$ cat src/rtl/sc_phase_pkg.sv
package sc_phase_pkg;

    // Positions of the inputs inside the synchronizer vector
    localparam int IDX_CLR   = 0;
    localparam int IDX_REF   = 1;
    localparam int IDX_REFEN = 2;
    localparam int IDX_BADV  = 3;
    localparam int IDX_BDLY  = 4;
    localparam int IDX_BEN   = 5;
    localparam int IDX_LADV  = 6;
    localparam int IDX_LDLY  = 7;
    localparam int N_IN      = 8;

    // States of the line-rate window comparator
    typedef enum logic [0:0] {
        LW_IDLE = 1'b0,
        LW_OPEN = 1'b1
    } lw_state_e;

endpackage

$ cat src/rtl/sc_sync.sv
module sc_sync #(
    parameter int W      = 1,
    parameter int STAGES = 2
) (
    input  logic         clk,
    input  logic         rst_n,
    input  logic [W-1:0] d,
    output logic [W-1:0] q
);

    logic [W-1:0] stg [STAGES];

    always_ff @(posedge clk or negedge rst_n) begin
        if (!rst_n) begin
            for (int k = 0; k < STAGES; k++) begin
                stg[k] <= '0;
            end
        end else begin
            stg[0] <= d;
            for (int k = 1; k < STAGES; k++) begin
                stg[k] <= stg[k-1];
            end
        end
    end

    assign q = stg[STAGES-1];

endmodule

$ cat src/rtl/sc_divider.sv
module sc_divider #(
    parameter int DIV = 8,
    parameter int CW  = $clog2(DIV)
) (
    input  logic          clk,
    input  logic          rst_n,
    input  logic          clr_n,
    input  logic          ref_pulse,
    input  logic          ref_en,
    output logic [CW-1:0] cnt,
    output logic          tick,
    output logic          sc_ref
);

    localparam logic [CW-1:0] LAST = CW'(DIV - 1);
    localparam logic [CW-1:0] HALF = CW'(DIV / 2);

    logic hold_zero;

    always_comb begin
        hold_zero = (!clr_n) || (ref_pulse && ref_en);
        tick      = (!hold_zero) && (cnt == LAST);
        sc_ref    = (cnt >= HALF);
    end

    always_ff @(posedge clk or negedge rst_n) begin
        if (!rst_n) begin
            cnt <= '0;
        end else if (!clr_n) begin
            cnt <= '0;                     // direct clear wins
        end else if (ref_pulse && ref_en) begin
            cnt <= '0;
        end else begin
            cnt <= cnt + CW'(1);
        end
    end

endmodule

$ cat src/rtl/sc_burst_cmp.sv
module sc_burst_cmp (
    input  logic clk,
    input  logic rst_n,
    input  logic tick,
    input  logic gate_adv,
    input  logic gate_dly,
    input  logic out_en,
    output logic ph_n,
    output logic ph_p
);

    always_ff @(posedge clk or negedge rst_n) begin
        if (!rst_n) begin
            ph_n <= 1'b1;
            ph_p <= 1'b1;
        end else begin
            ph_n <= !(out_en && tick && gate_adv);
            ph_p <= !(out_en && tick && gate_dly);
        end
    end

endmodule

$ cat src/rtl/sc_line_window.sv
module sc_line_window
    import sc_phase_pkg::*;
#(
    parameter int DIV = 8,
    parameter int CW  = $clog2(DIV)
) (
    input  logic          clk,
    input  logic          rst_n,
    input  logic          gate_adv,
    input  logic          gate_dly,
    input  logic          tick,
    input  logic [CW-1:0] cnt,
    output logic          early_n,
    output logic          in_win_n,
    output logic          win_eval
);

    localparam logic [CW-1:0] EARLY_SPAN = CW'(DIV / 2);

    lw_state_e     state_q, state_d;
    logic          adv_q, dly_q;
    logic          adv_rise, dly_rise;
    logic          seen_q;
    logic [CW-1:0] cap_q;

    // Edge detection on the synchronized gates
    always_ff @(posedge clk or negedge rst_n) begin
        if (!rst_n) begin
            adv_q <= 1'b0;
            dly_q <= 1'b0;
        end else begin
            adv_q <= gate_adv;
            dly_q <= gate_dly;
        end
    end

    assign adv_rise = gate_adv & ~adv_q;
    assign dly_rise = gate_dly & ~dly_q;

    // State register
    always_ff @(posedge clk or negedge rst_n) begin
        if (!rst_n) begin
            state_q <= LW_IDLE;
        end else begin
            state_q <= state_d;
        end
    end

    // Transitions
    always_comb begin
        state_d  = state_q;
        win_eval = 1'b0;
        unique case (state_q)
            LW_IDLE: begin
                if (adv_rise) begin
                    state_d = LW_OPEN;
                end
            end
            LW_OPEN: begin
                if (dly_rise) begin
                    state_d  = LW_IDLE;
                    win_eval = 1'b1;
                end
            end
            default: state_d = LW_IDLE;
        endcase
    end

    // Window bookkeeping and registered flags
    always_ff @(posedge clk or negedge rst_n) begin
        if (!rst_n) begin
            seen_q   <= 1'b0;
            cap_q    <= '0;
            early_n  <= 1'b1;
            in_win_n <= 1'b1;
        end else begin
            if (state_q == LW_IDLE && adv_rise) begin
                seen_q <= tick;
                cap_q  <= cnt;
            end else if (state_q == LW_OPEN) begin
                seen_q <= seen_q | tick;
            end
            if (win_eval) begin
                if (seen_q || tick) begin
                    early_n  <= 1'b1;
                    in_win_n <= 1'b0;
                end else if (cap_q < EARLY_SPAN) begin
                    early_n  <= 1'b0;
                    in_win_n <= 1'b1;
                end else begin
                    early_n  <= 1'b1;
                    in_win_n <= 1'b1;
                end
            end
        end
    end

endmodule

$ cat src/rtl/sc_phase_top.sv
module sc_phase_top
    import sc_phase_pkg::*;
#(
    parameter int DIV         = 8,
    parameter int SYNC_STAGES = 2
) (
    input  logic clk8,
    input  logic rst_n,
    input  logic ctr_clr_n,
    input  logic ref_burst,
    input  logic ref_clr_en,
    input  logic brst_adv,
    input  logic brst_dly,
    input  logic brst_out_en,
    input  logic line_adv,
    input  logic line_dly,
    output logic sc_ref,
    output logic brst_ph_n,
    output logic brst_ph_p,
    output logic early_n,
    output logic in_win_n
);

    localparam int CW = $clog2(DIV);

    logic [N_IN-1:0] raw_in, syn_in;
    logic            clr_s, ref_s, refen_s, badv_s, bdly_s, ben_s, ladv_s, ldly_s;
    logic [CW-1:0]   sc_cnt;
    logic            sc_tick;
    logic            win_eval;

    always_comb begin
        raw_in            = '0;
        raw_in[IDX_CLR]   = ctr_clr_n;
        raw_in[IDX_REF]   = ref_burst;
        raw_in[IDX_REFEN] = ref_clr_en;
        raw_in[IDX_BADV]  = brst_adv;
        raw_in[IDX_BDLY]  = brst_dly;
        raw_in[IDX_BEN]   = brst_out_en;
        raw_in[IDX_LADV]  = line_adv;
        raw_in[IDX_LDLY]  = line_dly;
    end

    sc_sync #(.W(N_IN), .STAGES(SYNC_STAGES)) u_sync (
        .clk   (clk8),
        .rst_n (rst_n),
        .d     (raw_in),
        .q     (syn_in)
    );

    assign clr_s   = syn_in[IDX_CLR];
    assign ref_s   = syn_in[IDX_REF];
    assign refen_s = syn_in[IDX_REFEN];
    assign badv_s  = syn_in[IDX_BADV];
    assign bdly_s  = syn_in[IDX_BDLY];
    assign ben_s   = syn_in[IDX_BEN];
    assign ladv_s  = syn_in[IDX_LADV];
    assign ldly_s  = syn_in[IDX_LDLY];

    sc_divider #(.DIV(DIV), .CW(CW)) u_div (
        .clk       (clk8),
        .rst_n     (rst_n),
        .clr_n     (clr_s),
        .ref_pulse (ref_s),
        .ref_en    (refen_s),
        .cnt       (sc_cnt),
        .tick      (sc_tick),
        .sc_ref    (sc_ref)
    );

    sc_burst_cmp u_burst (
        .clk      (clk8),
        .rst_n    (rst_n),
        .tick     (sc_tick),
        .gate_adv (badv_s),
        .gate_dly (bdly_s),
        .out_en   (ben_s),
        .ph_n     (brst_ph_n),
        .ph_p     (brst_ph_p)
    );

    sc_line_window #(.DIV(DIV), .CW(CW)) u_line (
        .clk      (clk8),
        .rst_n    (rst_n),
        .gate_adv (ladv_s),
        .gate_dly (ldly_s),
        .tick     (sc_tick),
        .cnt      (sc_cnt),
        .early_n  (early_n),
        .in_win_n (in_win_n),
        .win_eval (win_eval)
    );

endmodule

$ cat config.mk
export PLATFORM = sky130hd
export DESIGN_NAME = sc_phase_top
export DESIGN_NICKNAME = d
export VERILOG_FILES = /design/src/rtl/sc_phase_pkg.sv /design/src/rtl/sc_sync.sv /design/src/rtl/sc_divider.sv /design/src/rtl/sc_burst_cmp.sv /design/src/rtl/sc_line_window.sv /design/src/rtl/sc_phase_top.sv
export SDC_FILE = /design/constraint.sdc
export NUM_CORES = 1
export LEC_CHECK = 0
export BUFFER_PORTS_ARGS = -buffer_cell sky130_fd_sc_hd__buf_2
export CORE_ASPECT_RATIO = 1.4
export CORE_UTILIZATION = 38
export DETAILED_ROUTE_END_ITERATION = 6
export SKIP_LAST_GASP = 1
export SYNTH_ARGS = -nofsm -noshare
export SYNTH_HDL_FRONTEND = slang
export SYNTH_SLANG_ARGS = --single-unit
$ cat constraint.sdc
create_clock -name clk8 -period 1.3 [get_ports clk8]
set_input_delay 0.26 -clock clk8 [delete_from_list [all_inputs] [get_ports clk8]]
set_output_delay 0.26 -clock clk8 [all_outputs]
set_load 0.02 [all_outputs]
==> results of run 1 <==
[report_power, final]
| group | leakage [nW] | switching (mW) | internal [mW] | total (mW) |
|---|---|---|---|---|
| Clock | 0.0279 | 0.233 | 0.312 | 0.544 |
| Sequential | 0.331 | 0.0268 | 0.928 | 0.955 |
| Combinational | 0.159 | 0.0563 | 0.0542 | 0.111 |
[synthesized netlist by cell type]
cell       instances  area [sq um]
dfrtp_1           24         600.6
inv_1              5         18.77
dfstp_2            4         105.1
and2_2             3         22.52
ha_1               3         37.54
nor2_1             3         11.26
nand3_1            2         10.01
a21boi_4           1         18.77
a21oi_1            1         5.000
a21oi_2            1         8.760
a2bb2oi_2          1         15.01
a31oi_1            1         6.260
and2_4             1         8.760
and3b_4            1         12.51
clkbuf_1           1         3.750
mux2_2             1         11.26
mux2_4             1         15.01
nor3b_2            1         12.51
[metrics by stage]
stage	setup slack (ps)	total power [mW]	cells	instance area (sq um)	TNS (ps)
global route	-14.15	1.681	95	1094	-14.15
detailed placement	109.1	1.069	90	1017	0
finish	33.46	1.609	95	1094	0
global placement	128.0	1.066	90	1017	0
floorplan	152.2	1.020	55	923.4	0
CTS	7.591	1.612	95	1080	0
[cells by family (layout without fill, tap and decap cells)]
group / Yosys count / after routing / share of synthesized area [%]
adders and majority gates: 3 / 3 / 4.065
AOI/OAI and AO/OA: 5 / 5 / 5.826
and+or+nand+nor: 11 / 11 / 8.401
muxes: 2 / 2 / 2.845
buffers and inverters: 6 / 24 / 2.439
DFF: 28 / 28 / 76.42
[worst max-delay path by stage]
stage,to,cells past startpoint
2_1_floorplan,u_line.seen_q,4
3_3_place_gp,u_line.seen_q,4
3_5_place_dp,u_line.seen_q,4
4_1_cts,in_win_n,1
5_1_grt,in_win_n,1
6_report,in_win_n,1
[cell type report]
cell class,instances,share of cell area (%)
repair buffers,15,8.581
clock buffers,3,2.059
clock inverters,1,2.746
flip-flops and latches,28,64.53
inverters,5,1.716
well taps,22,2.517
multi-input cells,21,17.85
[repair_timing]
item / CTS / global route
endpoints found under the hold margin: 24 / 0
setup endpoints to repair: 0 / 4
resized for setup: 0 / 5
hold buffers: 1 / 0
[flip-flops by register name (all words and copies together), names as in the netlist]
| name | flops |
|---|---|
| u_div.cnt | 3 |
| u_line.seen_q | 1 |
| u_line.state_q | 1 |
| u_burst.ph_n | 1 |
| u_line.adv_q | 1 |
| u_burst.ph_p | 1 |
| u_line.dly_q | 1 |
| u_line.early_n | 1 |
| u_line.cap_q | 1 |
| u_sync.q | 8 |
| u_sync.stg | 8 |
| u_line.in_win_n | 1 |
[routing by layer]
layer	GRT usage [%]	vias to the layer above
met5	0	-
met4	8.036	0
met3	2.719	2
met2	15.57	13
met1	10.54	215
li1	-	210
==> run metrics, run 1 <==
DR WL/cell=11.16 um; GRT overflow=0; most common cell after layout, fill and taps aside=dfrtp_1; Clock Tree Buf Depth=2; ratio of cells with drive above 1 in the final layout=45.21%; CP required=1040 ps; fin nets=87; final setup vio count=0; CTS tree=done; delay of the slowest critical-path stage=560 ps; gp weighted congestion=0.6587; Crit Path Class=flip-flop to output port; WHS=32.35 ps; wl on met1=498 um; area taken by multi-input logic gates=195.2 sq um; Peak VDD IR=1.200 mV; register area=705.7 sq um; Synthesized Nets=68; Distinct cells, synth=18; met2 WL=493 um; DRC=1; RSZ-0062 raised after global routing=true; CP Buf/Inv Count=1; Mapped Cells=55; fin crit share=97.43%; first-pass iteration count of the detailed router=5; Mean Syn Cell Area=16.79 sq um; Final Skew=10.21 ps; Critical Path Fanout Max=2; most frequent cells in the layout=dfrtp_1, buf_2, inv_1; Worst setup EP type=output port; CTS sink count=28; drt total wl=1060 um; Port Buffers=14; Critical R2R Launch=u_div.cnt[0]; row count=20; first-pass GRT wire length=1731 um; Filler Cell Count=197; die area=0.002634 sq mm; leak pwr=0.5180 nW; GRT Util Overall=9.702%; vias per std cell=4.632; CP arrival=1010 ps; failing checks=DRC; fmax=789.6 MHz; width of the die=43.66 um; clk_lat worst skew=320 ps; Min-Delay Path Depth=1; Die Y-Extent=60.33 um; min Tclk post-route=1267 ps; # Post-CTS Setup Buffers=0; R2R cell count=4; largest net degree at the start of global routing=29; slew at the pin with the worst max-slew slack=583.1 ps; worst setup path startpoint=u_line.in_win_n; vias in the first global route=418; Max Used Layer=met4; met3 WL=49 um; H-tree depth=1; status=finished, violations left; Iteration-0 DRC Markers=5; Max Cap Violations=0; core area=0.002227 sq mm; Area growth syn-to-layout=18.43%; Fin. Hold Viols=0; Reg clk slew, reported paths=140 ps; Max Slew Vio Count=0; Ys Warns=0; Slew Limit Headroom=61.12%; hold path endpoint=u_sync.stg[11]; Mapped Area=923.4 sq um; capture point of the worst reg-to-reg path=u_line.seen_q; Final ANT Viol Nets=0; Synth Register Bits=28; TritonCTS buffer count=3; pwr/cell area=1472 mW/mm^2; starting density of the core=41.46%; R2R setup slack=110 ps; Worst path slowest cell=dfstp_2; DR vias=440; post-detail-place hpwl=743.5 um; critical path, cell by cell=buf_4; CP Launch Type=flip-flop; Hold/Removal Path Class=primary input to flip-flop; sequential area share after synthesis=76.42%; clk root buf=clkbuf_4; Hold Path Origin=brst_adv; initial antenna violation count=0; Inserted Diodes=0; fin util=49.10%; CP top delay family=flip-flops; IO Pins=15
(Power assumes the default switching activity.)
==> inputs of run 2 (changes only) <==
--- a/config.mk
+++ b/config.mk
@@ -9,6 +9,7 @@
 export CORE_ASPECT_RATIO = 1.4
 export CORE_UTILIZATION = 38
 export DETAILED_ROUTE_END_ITERATION = 6
+export GPL_TIMING_DRIVEN = 0
 export SKIP_LAST_GASP = 1
 export SYNTH_ARGS = -nofsm -noshare
 export SYNTH_HDL_FRONTEND = slang
==> constraint.sdc (replaced) <==
create_clock -name clk8 -period 1.05 [get_ports clk8]
set_input_delay 0.21 -clock clk8 [delete_from_list [all_inputs] [get_ports clk8]]
set_output_delay 0.21 -clock clk8 [all_outputs]
set_load 0.02 [all_outputs]
==> run metrics, run 2 (synthesis results as in run 1) <==
GRT Util Overall=11.48% (was 9.702%); Hold Path Origin=u_sync.stg[14] (was brst_adv); area taken by multi-input logic gates=232.7 sq um (was 195.2 sq um); fmax=837.0 MHz; clk root buf=clkbuf_4 (unchanged); Inserted Diodes=0 (unchanged); Clock Tree Buf Depth=2 (unchanged); Worst setup EP type=output port (unchanged); row count=20 (unchanged); starting density of the core=41.46% (unchanged); Crit Path Class=flip-flop to output port (unchanged); Peak VDD IR=0.9896 mV (was 1.200 mV); failing checks=DRC, setup timing (was DRC); fin nets=100 (was 87); H-tree depth=1 (unchanged); Hold/Removal Path Class=flip-flop to flip-flop (was primary input to flip-flop); final setup vio count=9 (was 0); Worst path slowest cell=dfstp_2 (unchanged); Area growth syn-to-layout=34.69% (was 18.43%); width of the die=43.66 um (unchanged); final setup margin=-144.8 ps (was 33.46 ps); ratio of cells with drive above 1 in the final layout=47.67% (was 45.21%); CP Buf/Inv Count=1 (unchanged); R2R cell count=4 (unchanged); first-pass GRT wire length=2070 um (was 1731 um); Port Buffers=14 (unchanged); Reg clk slew, reported paths=130 ps (was 140 ps); Critical R2R Launch=u_div.cnt[0] (unchanged); capture point of the worst reg-to-reg path=u_line.seen_q (unchanged); Min-Delay Path Depth=0 (was 1); GRT overflow=0 (unchanged); Max Slew Vio Count=0 (unchanged); TritonCTS buffer count=3 (unchanged); largest net degree at the start of global routing=29 (unchanged); slew at the pin with the worst max-slew slack=586.9 ps (was 583.1 ps); initial antenna violation count=0 (unchanged); Filler Cell Count=185 (was 197); gp weighted congestion=0.6368 (was 0.6587); status=finished, violations left (unchanged); Die Y-Extent=60.33 um (unchanged); CTS tree=done (unchanged); register area=705.7 sq um (unchanged); CP required=840 ps (was 1040 ps); post-detail-place hpwl=738.5 um (was 743.5 um); delay of the slowest critical-path stage=560 ps (about the same); Final Skew=2.742 ps (was 10.21 ps); Critical Path Fanout Max=2 (unchanged); IO Pins=15 (unchanged); CTS sink count=28 (unchanged); RSZ-0062 raised after global routing=true (unchanged); critical path, cell by cell=buf_6 (was buf_4); pwr/cell area=1495 mW/mm^2 (was 1472 mW/mm^2); clk_lat worst skew=310 ps (was 320 ps); CP arrival=980 ps (was 1010 ps); Slew Limit Headroom=60.87% (was 61.12%); Iteration-0 DRC Markers=12 (was 5); Fin. Hold Viols=0 (unchanged); min Tclk post-route=1195 ps; vias in the first global route=501 (was 418); DR vias=486 (was 440); fin util=55.84% (was 49.10%); fin crit share=113.8%; Max Cap Violations=0 (unchanged); most common cell after layout, fill and taps aside=dfrtp_1 (unchanged); WHS=363.2 ps (was 32.35 ps); vias per std cell=4.500 (was 4.632); leak pwr=0.5704 nW (was 0.5180 nW); Final ANT Viol Nets=0 (unchanged); drt total wl=1171 um (was 1060 um); CP top delay family=flip-flops (unchanged); DR WL/cell=10.84 um (was 11.16 um); CP Launch Type=flip-flop (unchanged); first-pass iteration count of the detailed router=6 (was 5); DRC=1 (unchanged); die area=0.002634 sq mm (unchanged); hold path endpoint=u_sync.q[6] (was u_sync.stg[11]); most frequent cells in the layout=dfrtp_1, buf_2, dlygate4sd3_1 (was dfrtp_1, buf_2, inv_1); core area=0.002227 sq mm (unchanged); R2R setup slack=-100 ps (was 110 ps)
## run 2: changes by cell type in the layout (fill, tap and decap cells not counted), sizes merged
cell,change
dlygate4sd3,+8
buf,+4
clkbuf,+2
bufinv,-1
## run 2: area by class of cell
type / count / area share [%]
Timing Repair Buffer: 27 / 17.61
Tap cell: 22 / 2.213
Multi-Input combinational cell: 21 / 18.71
Sequential cell: 28 / 56.74
Buffer: 1 / 0.3018
Inverter: 5 / 1.509
Clock buffer: 4 / 2.918
## run 2: stage by stage
| step | worst slack (ps) | instances | area [sq um] | TNS (ps) | total power [mW] |
|---|---|---|---|---|---|
| floorplan | -29.24 | 55 | 938.4 | -29.24 | 1.265 |
| global placement | -62.70 | 91 | 1036 | -149.9 | 1.321 |
| detailed placement | -76.76 | 91 | 1036 | -208.3 | 1.326 |
| CTS | -164.3 | 107 | 1232 | -973.8 | 1.884 |
| global route | -201.8 | 108 | 1244 | -1439 | 1.976 |
| finish | -144.8 | 108 | 1244 | -838.6 | 1.859 |
## run 2: how the worst max path moves through the flow
stage	from	end	slack, ps	cells after the start
2_1_floorplan	u_div.cnt[1]	u_line.seen_q	-30	4
3_3_place_gp	u_div.cnt[1]	u_line.seen_q	-60	4
3_5_place_dp	u_div.cnt[1]	u_line.seen_q	-80	4
4_1_cts	u_line.in_win_n	in_win_n	-160	1
5_1_grt	u_line.in_win_n	in_win_n	-200	1
6_report	u_line.in_win_n	in_win_n	-140	1
## run 2: routing by layer
metal  vias to the layer above  global-route usage (%)  wire [um]
li1                        234                       -          -
met1                       237                   12.13        494
met2                        13                   19.19        621
met3                         2                   2.719         33
met4                         0                   9.375         22
met5                         -                       0          0
## run 2: worst register-to-register path, delay by kind of cell (launching register included)
kind,cells,cell delay (ps)
AND/OR/NAND/NOR,1,150
adder cells (fa/ha/maj),2,370
AO/OA/AOI/OAI,1,120
flip-flops,1,410
## run 2: timing repair
action | CTS | global route
setup endpoints to repair | 12 | 12
gates resized for setup | 13 | 1
pin swaps | 4 | 2
hold buffers | 9 | 0
endpoints found under the hold margin | 32 | 0
buffers inserted | 3 | 1
## run 2: where the power goes
group	total [mW]	internal (mW)	switching (mW)
logic	0.186	0.107	0.0790
clock network	0.490	0.212	0.278
registers	1.18	1.15	0.0346
total	1.86	1.47	0.392
